**src/rtl/wdt_pkg.sv**
```systemverilog
package wdt_pkg;
    typedef enum logic [1:0] {
        ST_LOAD = 2'd0,
        ST_RUN  = 2'd1,
        ST_OFF  = 2'd2
    } wdt_state_e;

    typedef enum logic [1:0] {
        PAIR_NONE   = 2'd0,
        PAIR_FIRST  = 2'd1,
        PAIR_SECOND = 2'd2
    } pair_state_e;
endpackage

```
**src/rtl/wdt_tick_div.sv**
```systemverilog
module wdt_tick_div #(
    parameter int DIV = 4
) (
    input  logic clk,
    input  logic rst_n,
    input  logic run,
    input  logic clr,
    output logic tick
);
    localparam int PW = (DIV > 1) ? $clog2(DIV) : 1;

    logic [PW-1:0] psc_q;

    assign tick = run && (psc_q == PW'(DIV - 1));

    always_ff @(posedge clk or negedge rst_n) begin
        if (!rst_n) begin
            psc_q <= '0;
        end else if (clr) begin
            psc_q <= '0;
        end else if (run) begin
            psc_q <= tick ? '0 : psc_q + 1'b1;
        end
    end
endmodule

```
**src/rtl/wdt_span_counter.sv**
```systemverilog
module wdt_span_counter #(
    parameter int N_MIN = 8,
    parameter int SEL_W = 2
) (
    input  logic             clk,
    input  logic             rst_n,
    input  logic             tick,
    input  logic             clr,
    input  logic [SEL_W-1:0] sel,
    output logic             expire
);
    localparam int SEL_N = 1 << SEL_W;
    localparam int CW    = N_MIN + SEL_N - 1;

    logic [CW-1:0] cnt_q;
    logic [CW-1:0] lim_tab [SEL_N];

    for (genvar g = 0; g < SEL_N; g++) begin : g_lim
        assign lim_tab[g] = CW'((64'd1 << (N_MIN + g)) - 64'd1);
    end

    assign expire = tick && (cnt_q == lim_tab[sel]);

    always_ff @(posedge clk or negedge rst_n) begin
        if (!rst_n) begin
            cnt_q <= '0;
        end else if (clr || expire) begin
            cnt_q <= '0;
        end else if (tick) begin
            cnt_q <= cnt_q + 1'b1;
        end
    end
endmodule

```
**src/rtl/wdt_pair_fsm.sv**
```systemverilog
module wdt_pair_fsm
    import wdt_pkg::*;
(
    input  logic clk,
    input  logic rst_n,
    input  logic active,
    input  logic paired,
    input  logic clr_single,
    input  logic clr_first,
    input  logic clr_second,
    output logic kick
);
    pair_state_e ps_q, ps_d;

    always_ff @(posedge clk or negedge rst_n) begin
        if (!rst_n) ps_q <= PAIR_NONE;
        else        ps_q <= ps_d;
    end

    always_comb begin
        ps_d = ps_q;
        kick = 1'b0;
        if (active) begin
            if (!paired) begin
                kick = clr_single;
            end else begin
                unique case (ps_q)
                    PAIR_NONE: begin
                        if (clr_first && clr_second) kick = 1'b1;
                        else if (clr_first)          ps_d = PAIR_FIRST;
                        else if (clr_second)         ps_d = PAIR_SECOND;
                    end
                    PAIR_FIRST: begin
                        if (clr_second) begin
                            kick = 1'b1;
                            ps_d = PAIR_NONE;
                        end
                    end
                    PAIR_SECOND: begin
                        if (clr_first) begin
                            kick = 1'b1;
                            ps_d = PAIR_NONE;
                        end
                    end
                    default: ps_d = PAIR_NONE;
                endcase
            end
        end
    end
endmodule

```
**src/rtl/wdt_paired_clear.sv**
```systemverilog
module wdt_paired_clear
    import wdt_pkg::*;
#(
    parameter int DIV   = 4,
    parameter int N_MIN = 8,
    parameter int SEL_W = 2
) (
    input  logic             clk,
    input  logic             rst_n,
    input  logic             cfg_enable,
    input  logic [SEL_W-1:0] cfg_sel,
    input  logic             cfg_paired,
    input  logic             clr_single,
    input  logic             clr_first,
    input  logic             clr_second,
    input  logic             halt,
    input  logic             stat_clr,
    output logic             wdt_rst_req,
    output logic             wdt_to_flag
);
    wdt_state_e       state_q, state_d;
    logic [SEL_W-1:0] sel_q;
    logic             paired_q;
    logic             running, is_off, kick, restart, tick, expire;

    // state register
    always_ff @(posedge clk or negedge rst_n) begin
        if (!rst_n) state_q <= ST_LOAD;
        else        state_q <= state_d;
    end

    always_comb begin
        state_d = state_q;
        unique case (state_q)
            ST_LOAD: state_d = cfg_enable ? ST_RUN : ST_OFF;
            ST_RUN:  state_d = ST_RUN;
            ST_OFF:  state_d = ST_OFF;
            default: state_d = ST_LOAD;
        endcase
    end

    // configuration capture on the load edge only
    always_ff @(posedge clk or negedge rst_n) begin
        if (!rst_n) begin
            sel_q    <= '0;
            paired_q <= 1'b0;
        end else if (state_q == ST_LOAD) begin
            sel_q    <= cfg_sel;
            paired_q <= cfg_paired;
        end
    end

    assign running = (state_q == ST_RUN);
    assign is_off  = (state_q == ST_OFF);
    assign restart = running && (kick || halt);

    wdt_pair_fsm u_pair (
        .clk        (clk),
        .rst_n      (rst_n),
        .active     (running),
        .paired     (paired_q),
        .clr_single (clr_single),
        .clr_first  (clr_first),
        .clr_second (clr_second),
        .kick       (kick)
    );

    wdt_tick_div #(.DIV(DIV)) u_div (
        .clk   (clk),
        .rst_n (rst_n),
        .run   (running),
        .clr   (restart),
        .tick  (tick)
    );

    wdt_span_counter #(.N_MIN(N_MIN), .SEL_W(SEL_W)) u_cnt (
        .clk    (clk),
        .rst_n  (rst_n),
        .tick   (tick),
        .clr    (restart),
        .sel    (sel_q),
        .expire (expire)
    );

    // outputs
    always_ff @(posedge clk or negedge rst_n) begin
        if (!rst_n) begin
            wdt_rst_req <= 1'b0;
            wdt_to_flag <= 1'b0;
        end else begin
            wdt_rst_req <= expire && !restart;
            if (expire && !restart) wdt_to_flag <= 1'b1;
            else if (stat_clr)      wdt_to_flag <= 1'b0;
        end
    end
endmodule

```
**config.mk**
```make
export PLATFORM = sky130hd
export DESIGN_NAME = wdt_paired_clear
export DESIGN_NICKNAME = d
export VERILOG_FILES = /design/src/rtl/wdt_pkg.sv /design/src/rtl/wdt_tick_div.sv /design/src/rtl/wdt_span_counter.sv /design/src/rtl/wdt_pair_fsm.sv /design/src/rtl/wdt_paired_clear.sv
export SDC_FILE = /design/constraint.sdc
export NUM_CORES = 1
export LEC_CHECK = 0
export BUFFER_PORTS_ARGS = -buffer_cell sky130_fd_sc_hd__buf_2
export CORE_ASPECT_RATIO = 1.4
export CORE_MARGIN = 1.5
export CORE_UTILIZATION = 34
export CTS_BUF_LIST = sky130_fd_sc_hd__clkbuf_8
export DETAILED_ROUTE_END_ITERATION = 8
export GPL_ROUTABILITY_DRIVEN = 0
export PLACE_DENSITY_LB_ADDON = 0.08
export SYNTH_ARGS = -nofsm -noshare
export SYNTH_HDL_FRONTEND = slang
export SYNTH_SLANG_ARGS = --single-unit
```
**constraint.sdc**
```tcl
create_clock -name clk -period 5.2 [get_ports clk]
set_input_delay 1.04 -clock clk [delete_from_list [all_inputs] [get_ports clk]]
set_output_delay 1.04 -clock clk [all_outputs]
set_load 0.05 [all_outputs]
```
; ---- Word level (Yosys, flattened, before mapping)
; Index checks and enable logic that the tools add are counted.
[totals]
reg_bits = 22
input_bits = 11
out_inout_bits = 2
elab_cells = 60
[op_classes]
addsub = 2
order_cmp = 1
n_eq_ne = 10
muxes = 24
bitwise_logic = 1
reduce_logical = 14
[ops]
columns = cell, n
row1 = 11-bit 2-to-1 mux, 4
row2 = 11-bit binary-select mux with 2-bit select, 1
row3 = 2-bit 2-to-1 mux, 9
row4 = 2-bit one-hot mux with 3 select lines, 2
row5 = 11-bit by 1-bit adder with 11-bit output (second input constant), 1
row6 = 11-bit == test, 1
row7 = 1-bit 2-to-1 mux, 7
row8 = 2-bit == test (second input constant), 3
row9 = 2-bit != test (second input constant), 3
row10 = 6-bit AND reduction, 1
row11 = 2-bit nonzero test, 3
row12 = 1-bit logical AND, 5
row13 = 2-bit by 1-bit == test with 1-bit output (second input constant), 2
row14 = 2-bit zero test, 2
row15 = 3-bit >= comparator (second input constant), 1
row16 = 3-bit != test (second input constant), 1
row17 = 2-bit NOT with 3-bit output, 1
row18 = 1-bit one-hot mux with 3 select lines, 1
row19 = 2-bit by 1-bit adder with 2-bit output (second input constant), 1
row20 = 1-bit logical OR, 2
row21 = 1-bit zero test, 1

; ---- Depth between registers and ports, before layout
; Gate-level depths: netlist of the first run.
[depth]
ltp_word = 10
ltp_mapped = 5

; ---- Hierarchy
; A second synthesis of the first run with hierarchy kept.
[hier_totals]
cells_unflattened = 103
area_unflattened_um2 = 1121.1
[by_module_without_submodules]
columns = mod, instances, cells_each, area_per_inst_um2
row1 = wdt_span_counter, 1, 59, 606.8
row2 = wdt_paired_clear, 1, 23, 282.8
row3 = wdt_pair_fsm, 1, 12, 125.1
row4 = wdt_tick_div, 1, 9, 106.4

; ---- Worst setup path after synthesis of the first run
; No wires, ideal clock.
[synth_path]
path_kind = input to register
from = input port clr_first
to = register u_cnt.cnt_q[1]
arrival_ns = 2.021
required_time_ns = 5.114
path_slack_ns = 3.093
cell_stages = 5
cell_sequence = o22a_1 a221o_1 and2_1 buf_2 nor3_1
[synth_via]
elab_chain_cells = 9
[synth_lines]
columns = item, line_no
row1 = "start, declared", wdt_paired_clear.sv:14  ; input logic clr_first,
row2 = 1-bit logical AND, wdt_pair_fsm.sv:29  ; if (clr_first && clr_second) kick = 1'b1;
row3 = 1-bit 2-to-1 mux, wdt_pair_fsm.sv:29
row4 = 1-bit one-hot mux with 3 select lines *, wdt_pair_fsm.sv:27  ; unique case (ps_q)
row5 = 1-bit 2-to-1 mux *, wdt_pair_fsm.sv:24  ; if (!paired) begin
row6 = 1-bit 2-to-1 mux *, wdt_pair_fsm.sv:23  ; if (active) begin
row7 = 1-bit logical OR *, wdt_paired_clear.sv:55  ; assign restart = running && (kick || halt);
row8 = 1-bit logical AND *, wdt_paired_clear.sv:55
row9 = 1-bit logical OR *, wdt_span_counter.sv:27  ; end else if (clr || expire) begin
row10 = 11-bit 2-to-1 mux or 2-bit nonzero test (tied branches), --
row11 = "end signal, assigned", wdt_span_counter.sv:30  ; cnt_q <= cnt_q + 1'b1;
row12 = "end, declared", wdt_span_counter.sv:15  ; logic [CW-1:0] cnt_q;
; Every way passes the cells marked *; elsewhere a longest branch is shown, timed or not.
; A chain may end at the register's enable or synchronous reset.

; ---- Worst setup path after layout of the first run
[layout_path]
from = input port clr_first
to = register u_cnt.cnt_q[7]
; Same word-level chain as after synthesis.

==> results of run 1 <==
-- cell families (layout without fill, tap and decap cells) --
logic type,Yosys count,in the layout
AO/OA/AOI/OAI,17,17
XOR/XNOR,9,9
adder cells (fa/ha/maj),2,2
buffers and inverters,6,20
flip-flops,22,22
multiplexers,3,3
AND/OR/NAND/NOR,49,49
-- layout make-up --
| cell class | count | area, sq um | area share, % |
|---|---|---|---|
| flip-flops and latches | 22 | 551 | 43.5 |
| well taps | 39 | 48.8 | 3.85 |
| inverters | 4 | 15.0 | 1.19 |
| repair buffers | 12 | 60.1 | 4.74 |
| clock inverters | 1 | 30.0 | 2.37 |
| clock buffers | 3 | 41.3 | 3.26 |
| multi-input cells | 80 | 520 | 41.1 |
-- worst reg2reg max path, delay by kind of cell (launching register included) --
family                   cells  cell delay [ps]
adder cells (fa/ha/maj)      1              250
AO/OA/AOI/OAI                2              560
flip-flops                   1              370
AND/OR/NAND/NOR              2              590
-- sequential cells by signal, indices dropped and copies added, names as in the netlist --
register     cells
wdt_rst_req      1
paired_q         1
u_cnt.cnt_q     11
wdt_to_flag      1
u_div.psc_q      2
sel_q            2
u_pair.ps_q      2
state_q          2
-- worst min-delay path by stage --
stage | startpoint | endpoint | slack (ps) | cells past startpoint
final | u_div.psc_q[1]$_DFFE_PN0P_ | u_div.psc_q[1]$_DFFE_PN0P_ | 500 | 2
after global routing | u_div.psc_q[1]$_DFFE_PN0P_ | u_div.psc_q[1]$_DFFE_PN0P_ | 530 | 2
after CTS | u_div.psc_q[1]$_DFFE_PN0P_ | u_div.psc_q[1]$_DFFE_PN0P_ | 510 | 2
after detailed placement | u_div.psc_q[1]$_DFFE_PN0P_ | u_div.psc_q[1]$_DFFE_PN0P_ | 490 | 2
after global placement | u_div.psc_q[1]$_DFFE_PN0P_ | u_div.psc_q[1]$_DFFE_PN0P_ | 490 | 2
after floorplan | u_div.psc_q[1]$_DFFE_PN0P_ | u_div.psc_q[1]$_DFFE_PN0P_ | 450 | 2
-- metal layers --
layer / vias to the layer above / wire [um] / track usage [%]
met2: 11 / 1170 / 23.7
met1: 394 / 872 / 15.7
met5: - / 0 / 0
met3: 4 / 50 / 2.56
met4: 0 / 31 / 7.21
li1: 412 / - / -
-- placed cells by master (no fill, tap or decap), drive strengths merged, types with 3 or more instances in the layout --
cell	count
nor3	11
nand2	10
nand4	3
a31oi	4
o21ai	4
nor4	4
a21oi	4
xnor2	8
nor2	7
and2	3
buf	12
dfrtp	22
clkbuf	3
inv	4
nand3	4
-- power by group --
group          internal (mW)  switching, mW
Clock                  0.103         0.0552
Combinational         0.0875         0.0785
Sequential             0.241         0.0812
Total                  0.431          0.215
-- stage by stage --
step | hold WS [ps] | cell area, sq um | util [%] | cells
global placement | 487 | 1190 | 38.6 | 157
floorplan | 454 | 1090 | - | 108
finish | 503 | 1270 | 40.9 | 161
detailed placement | 491 | 1190 | 38.6 | 157
global route | 525 | 1270 | 40.9 | 161
CTS | 509 | 1270 | 40.9 | 161
==> summary.txt, run 1 <==
Power and ir drop
  – Design Power: between 0.6 and 0.7 mW
  – P per Cell Area: 510 mW/mm^2
  – Leak: ~0.57 nW
  – Worst vdd ir: roughly 0.00021 V

Synthesis
  – Warning count from the yosys run: 0
  – Register area share after synthesis: 50.3%
  – Synth area leader: dfrtp_1
  – EDFF count, synth: 0
  – Post-synthesis instance area: between 0.001 and 0.0015 sq mm
  – Post-synth top area share: 50.3%
  – Simple-gate portion of the synthesized area: 24.6%
  – Post-synthesis compound-gate area fraction: a little over a tenth
  – Ys flop type: dfrtp_1
  – Xor/xnor share of the synthesized area: under 10%
  – Netlist cell types: 31
  – Multiplexer share of the synthesized area: about 3%
  – Adder-Cell Fraction of Synth Area: approximately 2.3%
  – Top cells by count, synth: 22 x dfrtp_1, 11 x nor3_1, 10 x nand2_1, 8 x xnor2_1, 7 x nor2_1
  – Synthesized area per cell: around 10 sq um
  – Post-Syn Instances: 108
  – Largest family of logic cells by synthesized area: simple AND/OR/NAND/NOR gates
  – Syn Nets: about 120
  – Post-synth ARST share: 100%
  – Yosys reg bits: 22
  – Synth area leaders: dfrtp_1 50%, xnor2_1 6.4%, nor3_1 5.0%
  – Count leader, synth: dfrtp_1

Worst setup path
  – Crit path cell chain: buf_2 -> o22a_1 -> a221o_1 -> and2_1 -> nor3_1
  – CP peak stage delay: 340 ps
  – Crit path max-delay family: compound AO/OA/AOI/OAI gates
  – Worst path arrival time: about 2200 ps
  – Crit path capture type: flip-flop
  – Worst Path Required: around 5400 ps
  – Reg-to-Reg Start: u_div.psc_q[0]$_DFFE_PN0P_
  – CP Buf/Inv Count: 1
  – Worst setup path startpoint: clr_first
  – Worst Path Max Fanout: 11
  – Critical Path Stages: 5
  – Worst Reg-to-Reg Cells: 5
  – CP Capture Point: u_cnt.cnt_q[7]$_DFFE_PN0P_
  – Crit start category: input port
  – R2R Path End: wdt_to_flag$_DFFE_PN0P_
  – Slowest-stage cell, CP: a221o_1
  – Kind of critical path: in -> reg
  – R2R Setup Slk: ~3400 ps

Drt
  – WL per Instance: 13.2 um
  – Final ANT Viol Nets: 0
  – First-pass DRT Iterations: 4
  – Final wirelength: 2120 um
  – Vias per Instance: just over 5
  – Vias after detailed routing: a little over 800
  – Iter 0 DRT Violations: 7
  – Drt drc: 0

Placed design
  – DP Wirelength: 1610 um
  – Place WS: ~2900 ps
  – PortBufs: 12

Timing
  – Setup_tns: 0 ps
  – Fmax achieved: approximately 490 MHz
  – Skew final: approximately 11 ps
  – Max Slew Vio Count: 0
  – Post-route clock period utilization: between 30 and 40%
  – Hold Fails Final Rpt: 0
  – Minimum clock period: a little over 2000 ps
  – RSZ-0062 raised after global routing: no
  – Slew HR: around two thirds
  – Final setup margin: 3160 ps
  – Final setup viols: 0
  – Worst slew pin tran: roughly 500 ps

Clocking
  – Setup Buffers After CTS: 0
  – Resized Gates After CTS: 0
  – Hold Buf Count CTS: 0
  – Num CTS Buffers: 3
  – Clk sink count: 22
  – Later-pin clock latency in the skew report: between 200 and 300 ps
  – Max Root-Sink Buffers: 2
  – Clk slew on worst S/H paths: 80 ps
  – Max H-tree Level: 1
  – Root Driver: clkbuf_8
  – CTS tree: built

Cells and area
  – Area grow syn2layout: 15.7%
  – ANT cells: 0
  – Fillers: 320
  – Layout cells sized above 1: 19.7%
  – Final nets: between 100 and 150

GRT
  – First-pass GRT wire length: around 3700 um
  – Gr ovfl total: 0
  – Initial antenna violation count: 0
  – Largest net degree at the start of global routing: 23
  – GRT Resource Usage Total: 13.8%
  – Vias in the first global route: ~870

Floorplanning
  – Initial Util: approximately 35%
  – Row cnt: 24
  – Core area: 0.00309 sq mm
  – IO Count: 13
  – Die area: approximately 0.0036 sq mm
  – Die Y-Extent: between 70 and 80 um
  – Chip Width: 51.0 um

Run
  – Maxcap violations: 0

Hold path
  – Worst min-delay path class: reg -> reg

Outcome
  – Result of the run: completed
(Power assumes the default switching activity.)
==> run 2: changes to the inputs <==
- ABC_AREA: default -> 1
- clock period: 5.2 -> 1.9 ns (I/O delays scaled with it)
==> summary.txt, run 2 <==
Hold path
  – Worst min-delay path class: in -> async (was reg -> reg)

Floorplanning
  – Row cnt: 25 (was 24)
  – Initial Util: 36.1% (was 35.4%)
  – Core area: 0.00341 sq mm (was 0.00309 sq mm)
  – Die area: 0.00400 sq mm (was 0.00357 sq mm)
  – Die Y-Extent: 74.2 um (was 70.1 um)
  – Chip Width: 53.9 um (was 51.0 um)
  – IO Count: 13 (unchanged)

Cells and area
  – Layout cells sized above 1: 15.2% (was 19.7%)
  – Max reg flops: 11 (unchanged)
  – Commonest non-fill, non-tap cell in the layout: nand2_1 (was dfrtp_1)
  – Most frequent cells in the layout: 41 x nand2_1, 25 x nor2_1, 22 x dfrtp_1 (was 22 x dfrtp_1, 12 x buf_2, 11 x nor3_1)
  – ANT cells: 0 (unchanged)
  – Seq. cell area: 551 sq um (unchanged)
  – Combined area of the multi-input logic cells: 602 sq um (was 520 sq um)
  – Fillers: 368 (was 320)
  – Most flops, register: u_cnt.cnt_q (unchanged)
  – Final nets: 192 (was 136)
  – Finished Layout Cells: 218 (was 161)
  – Area grow syn2layout: 13.4% (was 15.7%)

Clocking
  – CTS tree: built (unchanged)
  – Max Root-Sink Buffers: 2 (unchanged)
  – Hold Buf Count CTS: 0 (unchanged)
  – Later-pin clock latency in the skew report: 260 ps (about the same)
  – Root Driver: clkbuf_8 (unchanged)
  – Resized Gates After CTS: 0 (unchanged)
  – Clk slew on worst S/H paths: 80 ps (about the same)
  – Num CTS Buffers: 3 (unchanged)
  – Clk sink count: 22 (unchanged)
  – Setup Buffers After CTS: 0 (unchanged)
  – Max H-tree Level: 1 (unchanged)

Synthesis
  – Netlist cell types: 17 (was 31)
  – Syn Nets: 175 (was 121)
  – Post-Syn Instances: 162 (was 108)
  – Ys flop type: dfrtp_1 (unchanged)
  – Synth area leader: dfrtp_1 (unchanged)
  – Synthesized area per cell: 7.60 sq um (was 10.1 sq um)
  – Post-synth top area share: 44.7% (was 50.3%)
  – Register area share after synthesis: 44.7% (was 50.3%)
  – Warning count from the yosys run: 0 (unchanged)
  – Post-synth ARST share: 100% (unchanged)
  – Post-synthesis instance area: 0.00123 sq mm (was 0.00109 sq mm)
  – Yosys reg bits: 22 (unchanged)
  – EDFF count, synth: 0 (unchanged)
  – Count leader, synth: nand2_1 (was dfrtp_1)
  – Top cells by count, synth: 41 x nand2_1, 25 x nor2_1, 22 x dfrtp_1, 19 x inv_1, 15 x nand3_1 (was 22 x dfrtp_1, 11 x nor3_1, 10 x nand2_1, 8 x xnor2_1, 7 x nor2_1)
  – Synth area leaders: dfrtp_1 45%, nand2_1 13%, nor2_1 7.6% (was dfrtp_1 50%, xnor2_1 6.4%, nor3_1 5.0%)

Placed design
  – DP Wirelength: 1850 um (was 1610 um)
  – Placed Cells: 214 (was 157)
  – Place WS: 430 ps (was 2850 ps)
  – PortBufs: 12 (unchanged)

Power and ir drop
  – P per Cell Area: 861 mW/mm^2 (was 510 mW/mm^2)
  – Worst vdd ir: 0.000427 V (was 0.000211 V)
  – Design Power: 1.20 mW (was 0.646 mW)
  – Leak: 0.657 nW (was 0.573 nW)

Timing
  – Worst hold slack: 76.3 ps (was 503 ps)
  – Setup_tns: 0 ps (unchanged)
  – Slew HR: 66.2% (was 66.8%)
  – Fmax achieved: 673 MHz
  – Final setup viols: 0 (unchanged)
  – Minimum clock period: approximately 1500 ps
  – Skew final: 1.97 ps (was 10.8 ps)
  – Max Slew Vio Count: 0 (unchanged)
  – Final setup margin: 415 ps (was 3160 ps)
  – Hold Fails Final Rpt: 0 (unchanged)
  – Worst slew pin tran: 507 ps (was 497 ps)
  – Post-route clock period utilization: about four fifths
  – RSZ-0062 raised after global routing: no (unchanged)

Run
  – Maxcap violations: 0 (unchanged)

Drt
  – Iter 0 DRT Violations: 29 (was 7)
  – Vias per Instance: 4.72 (was 5.10)
  – Vias after detailed routing: 1028 (was 821)
  – Drt drc: 0 (unchanged)
  – Final ANT Viol Nets: 0 (unchanged)
  – First-pass DRT Iterations: 4 (unchanged)
  – WL per Instance: 11.2 um (was 13.2 um)
  – Final wirelength: 2450 um (was 2120 um)

Worst setup path
  – Worst Path Required: 2050 ps (was 5380 ps)
  – Worst Path Max Fanout: 8 (was 11)
  – Kind of critical path: reg -> reg (was in -> reg)
  – Crit start category: flip-flop (was input port)
  – Worst path arrival time: 1640 ps (was 2220 ps)
  – Worst Reg-to-Reg Cells: 8 (was 5)
  – Crit path capture type: flip-flop (unchanged)

GRT
  – Initial antenna violation count: 0 (unchanged)
  – Largest net degree at the start of global routing: 23 (unchanged)
  – First-pass GRT wire length: 4370 um (was 3690 um)
  – Vias in the first global route: 1058 (was 873)
  – Gr ovfl total: 0 (unchanged)
  – GRT Resource Usage Total: 14.9% (was 13.8%)

Outcome
  – Result of the run: completed (unchanged)
[run 2: cell types whose count changed in the layout (fill, tap and decap cells not counted), moves of 3 or more]
cell,change
o21ai_0,+3
nand2_2,+3
nor2_1,+18
a31oi_1,-4
nor3_1,-7
and2_1,-3
nand2_1,+31
nor4_1,-4
xor2_1,+3
inv_1,+15
xnor2_1,-5
nor2_4,+3
nand3_1,+11
nand4_1,+3
[run 2: stage by stage]
| stage | util, % | cell area (sq um) |
|---|---|---|
| 2_1_floorplan | - | 1230 |
| 3_3_place_gp | 39.3 | 1340 |
| 3_5_place_dp | 39.3 | 1340 |
| 4_1_cts | 41.0 | 1400 |
| 5_1_grt | 41.0 | 1400 |
| 6_report | 41.0 | 1400 |
[run 2: worst paths after layout]
| check | startpoint | to | slack (ps) |
|---|---|---|---|
| worst min-delay path | rst_n | wdt_to_flag$_DFFE_PN0P_ | 80 |
| min in group clk | stat_clr | wdt_to_flag$_DFFE_PN0P_ | 300 |
| worst min register to register | state_q[0]$_DFF_PN0_ | state_q[1]$_DFF_PN0_ | 470 |
| max in group asynchronous | rst_n | u_cnt.cnt_q[0]$_DFFE_PN0P_ | 1480 |
| worst max-delay path | u_cnt.cnt_q[0]$_DFFE_PN0P_ | u_cnt.cnt_q[9]$_DFFE_PN0P_ | 410 |
| worst max register to register | u_cnt.cnt_q[0]$_DFFE_PN0P_ | u_cnt.cnt_q[9]$_DFFE_PN0P_ | 410 |
[run 2: critical path, stage by stage, from the launching register on]
cell and delay (ps):
dfrtp_1 420, ha_1 240, nand3_1 160, nor2_4 170
nand2_2 70, nor2_4 90, nand2_2 60, nand2_4 110
nor2_1 60
[run 2: layout make-up]
| class | instances | share of cell area (%) |
|---|---|---|
| Tap cell | 40 | 3.58 |
| Inverter | 21 | 5.65 |
| Timing Repair Buffer | 12 | 4.30 |
| Multi-Input combinational cell | 119 | 43.1 |
| Clock buffer | 4 | 3.94 |
| Sequential cell | 22 | 39.4 |
[run 2: per-layer routing]
layer | GRT usage (%) | wire [um] | share of wire (%) | vias to the layer above
li1 | - | - | - | 545
met1 | 17.4 | 1060 | 43 | 457
met2 | 25.3 | 1260 | 51 | 22
met3 | 2.81 | 92 | 3.8 | 4
met4 | 7.69 | 39 | 1.6 | 0
met5 | 0 | 0 | 0 | -
[run 2: kinds of logic after synthesis]
kind of cell             synth area share [%]
buffers and inverters                    6.40
adder cells (fa/ha/maj)                  2.03
AO/OA/AOI/OAI                            4.06
AND/OR/NAND/NOR                          37.8
flip-flops                               44.7
XOR/XNOR                                 4.98
[run 2: power by group]
part	switching (mW)	leakage (nW)	internal, mW
Sequential	0.0553	0.293	0.529
Combinational	0.187	0.336	0.0962
Clock	0.151	0.0288	0.185
Total	0.393	0.657	0.810
==> run 3: changes to the inputs <==
- ABC_AREA: 1 -> 0
- clock period: 1.9 -> 1.5 ns (I/O delays scaled with it)
==> summary.txt, run 3 (same netlist as run 1, synthesis figures left out) <==
Cells and area
  – Most frequent cells in the layout: 23 x buf_4, 22 x dfrtp_1, 12 x buf_2 (was 41 x nand2_1, 25 x nor2_1, 22 x dfrtp_1)
  – Fillers: 295 (was 368)
  – Area grow syn2layout: 35.0% (was 13.4%)
  – Commonest non-fill, non-tap cell in the layout: buf_4 (was nand2_1)
  – Max reg flops: 11 (unchanged)
  – Layout cells sized above 1: 37.0% (was 15.2%)
  – Most flops, register: u_cnt.cnt_q (unchanged)
  – ANT cells: 0 (unchanged)
  – Final nets: 160 (was 192)
  – Final Util: 47.8% (was 41.0%)
  – Design Area, Final: 0.00148 sq mm (was 0.00140 sq mm)

Clocking
  – Clk sink count: 22 (unchanged)
  – Root Driver: clkbuf_8 (unchanged)
  – CTS tree: built (unchanged)
  – Max H-tree Level: 1 (unchanged)
  – Hold Buf Count CTS: 0 (unchanged)
  – Max Root-Sink Buffers: 2 (unchanged)
  – Clk slew on worst S/H paths: 80 ps (about the same)
  – Num CTS Buffers: 3 (unchanged)
  – Later-pin clock latency in the skew report: 250 ps (was 260 ps)

Hold path
  – Worst min-delay path class: in -> async (unchanged)

Timing
  – Final setup viols: 10 (was 0)
  – Slew HR: 67.1% (was 66.2%)
  – Post-route clock period utilization: 107% (was 78.2%)
  – Hold Fails Final Rpt: 0 (unchanged)
  – Fmax achieved: 621 MHz (was 673 MHz)
  – RSZ-0062 raised after global routing: yes (was no)
  – Final setup margin: -109 ps (was 415 ps)
  – Max Slew Vio Count: 0 (unchanged)
  – Worst slew pin tran: 494 ps (was 507 ps)
  – Skew final: 1.99 ps (was 1.97 ps)
  – Minimum clock period: 1610 ps (was 1490 ps)

GRT
  – First-pass GRT wire length: 4440 um (was 4370 um)
  – GRT Resource Usage Total: 16.3% (was 14.9%)
  – Largest net degree at the start of global routing: 23 (unchanged)
  – Gr ovfl total: 0 (unchanged)
  – Initial antenna violation count: 0 (unchanged)
  – Vias in the first global route: 1049 (was 1058)

Worst setup path
  – Crit path cell chain: ha_4 -> nand3b_4 -> or3_4 -> or3b_4 -> a21oi_2 (was ha_1 -> nand3_1 -> nor2_4 -> nand2_2 -> nor2_4 -> nand2_2 -> nand2_4 -> nor2_1)
  – Worst path arrival time: 1800 ps (was 1640 ps)
  – Crit path capture type: flip-flop (unchanged)
  – Reg-to-Reg Start: u_div.psc_q[1]$_DFFE_PN0P_ (was u_cnt.cnt_q[0]$_DFFE_PN0P_)
  – Worst Reg-to-Reg Cells: 5 (was 8)
  – R2R Path End: u_cnt.cnt_q[8]$_DFFE_PN0P_ (was u_cnt.cnt_q[9]$_DFFE_PN0P_)
  – Crit start category: flip-flop (unchanged)
  – R2R Setup Slk: -110 ps (was 410 ps)
  – CP peak stage delay: 400 ps (was 420 ps)
  – Worst Path Required: 1690 ps (was 2050 ps)
  – Slowest-stage cell, CP: dfrtp_1 (unchanged)
  – Kind of critical path: reg -> reg (unchanged)
  – Worst Path Max Fanout: 3 (was 8)
  – Crit path max-delay family: simple AND/OR/NAND/NOR gates (unchanged)
  – CP Buf/Inv Count: 0 (unchanged)

Drt
  – WL per Instance: 13.2 um (was 11.2 um)
  – Drt drc: 0 (unchanged)
  – Vias after detailed routing: 959 (was 1028)
  – Final wirelength: 2440 um (was 2450 um)
  – First-pass DRT Iterations: 4 (unchanged)
  – Vias per Instance: 5.18 (was 4.72)
  – Final ANT Viol Nets: 0 (unchanged)
  – Iter 0 DRT Violations: 11 (was 29)

Floorplanning
  – Row cnt: 24 (was 25)
  – Chip Width: 51.0 um (was 53.9 um)
  – Initial Util: 35.4% (was 36.1%)
  – Core area: 0.00309 sq mm (was 0.00341 sq mm)
  – Die area: 0.00357 sq mm (was 0.00400 sq mm)
  – IO Count: 13 (unchanged)
  – Die Y-Extent: 70.1 um (was 74.2 um)

Run
  – Maxcap violations: 0 (unchanged)

Outcome
  – Result of the run: complete, but fails checks (was completed)
  – Violated checks: negative setup slack

Power and ir drop
  – Worst vdd ir: 0.000821 V (was 0.000427 V)
  – P per Cell Area: 1670 mW/mm^2 (was 861 mW/mm^2)
  – Leak: 0.689 nW (was 0.657 nW)

Placed design
  – DP Wirelength: 1870 um (was 1850 um)
  – PortBufs: 12 (unchanged)
  – Dpl cell area: 0.00137 sq mm (was 0.00134 sq mm)
-- run 3: cell count changes in the layout (fill, tap and decap cells not counted), sizes merged, moves of 5 or more --
cell | previous run | this run
xnor2 | 3 | 8
buf | 12 | 36
nor2 | 28 | 7
nand2 | 46 | 10
nand3 | 16 | 4
nor3 | 4 | 11
inv | 21 | 4
-- run 3: repair_timing --
action	CTS	global route
setup endpoints to repair	12	12
setup buffers	0	1
pin swaps	0	1
resized for setup	5	5
gates cloned	0	1
-- run 3: final cells by class --
type                    instances  area [sq um]  share of cell area, %
clock buffers                   4          55.1                   3.73
inverters                       4          15.0                   1.02
multi-input cells              80           564                   38.2
repair buffers                 36           244                   16.5
well taps                      39          48.8                   3.30
flip-flops and latches         22           551                   37.3
-- run 3: where the power goes --
group / total [mW] / leakage [nW] / internal [mW] / switching, mW
Sequential: 1.03 / 0.286 / 0.836 / 0.194
Clock: 0.414 / 0.0288 / 0.233 / 0.181
Combinational: 1.02 / 0.374 / 0.563 / 0.456
-- run 3: how the worst max path moves through the flow --
stage                               start                    endpoint  slack (ps)  cells past startpoint
2_1_floorplan  u_div.psc_q[0]$_DFFE_PN0P_  u_cnt.cnt_q[8]$_DFFE_PN0P_        -120                      5
3_3_place_gp   u_div.psc_q[1]$_DFFE_PN0P_  u_cnt.cnt_q[8]$_DFFE_PN0P_         -40                      5
3_5_place_dp   u_div.psc_q[1]$_DFFE_PN0P_  u_cnt.cnt_q[8]$_DFFE_PN0P_         -80                      5
4_1_cts        u_div.psc_q[1]$_DFFE_PN0P_  u_cnt.cnt_q[8]$_DFFE_PN0P_        -100                      5
5_1_grt        u_div.psc_q[1]$_DFFE_PN0P_  u_cnt.cnt_q[8]$_DFFE_PN0P_        -170                      5
6_report       u_div.psc_q[1]$_DFFE_PN0P_  u_cnt.cnt_q[8]$_DFFE_PN0P_        -110                      5
-- run 3: through the flow --
step | power, mW | setup TNS [ps] | std cells | setup slack (ps) | hold slack, ps
4_1_cts | 2.46 | -128 | 183 | -104 | 14.3
3_5_place_dp | 2.02 | -383 | 179 | -85.0 | 297
6_report | 2.46 | -310 | 185 | -109 | 1.21
3_3_place_gp | 1.98 | -105 | 179 | -41.9 | 292
2_1_floorplan | 1.56 | -449 | 108 | -115 | 4.41
5_1_grt | 2.68 | -998 | 185 | -170 | 37.3
-- run 3: per-layer routing --
| metal | global-route usage (%) | part of all wire (%) |
|---|---|---|
| met1 | 17.5 | 39 |
| met2 | 31.3 | 58 |
| met3 | 2.56 | 1.7 |
| met4 | 4.50 | 0.86 |
| met5 | 0 | 0 |
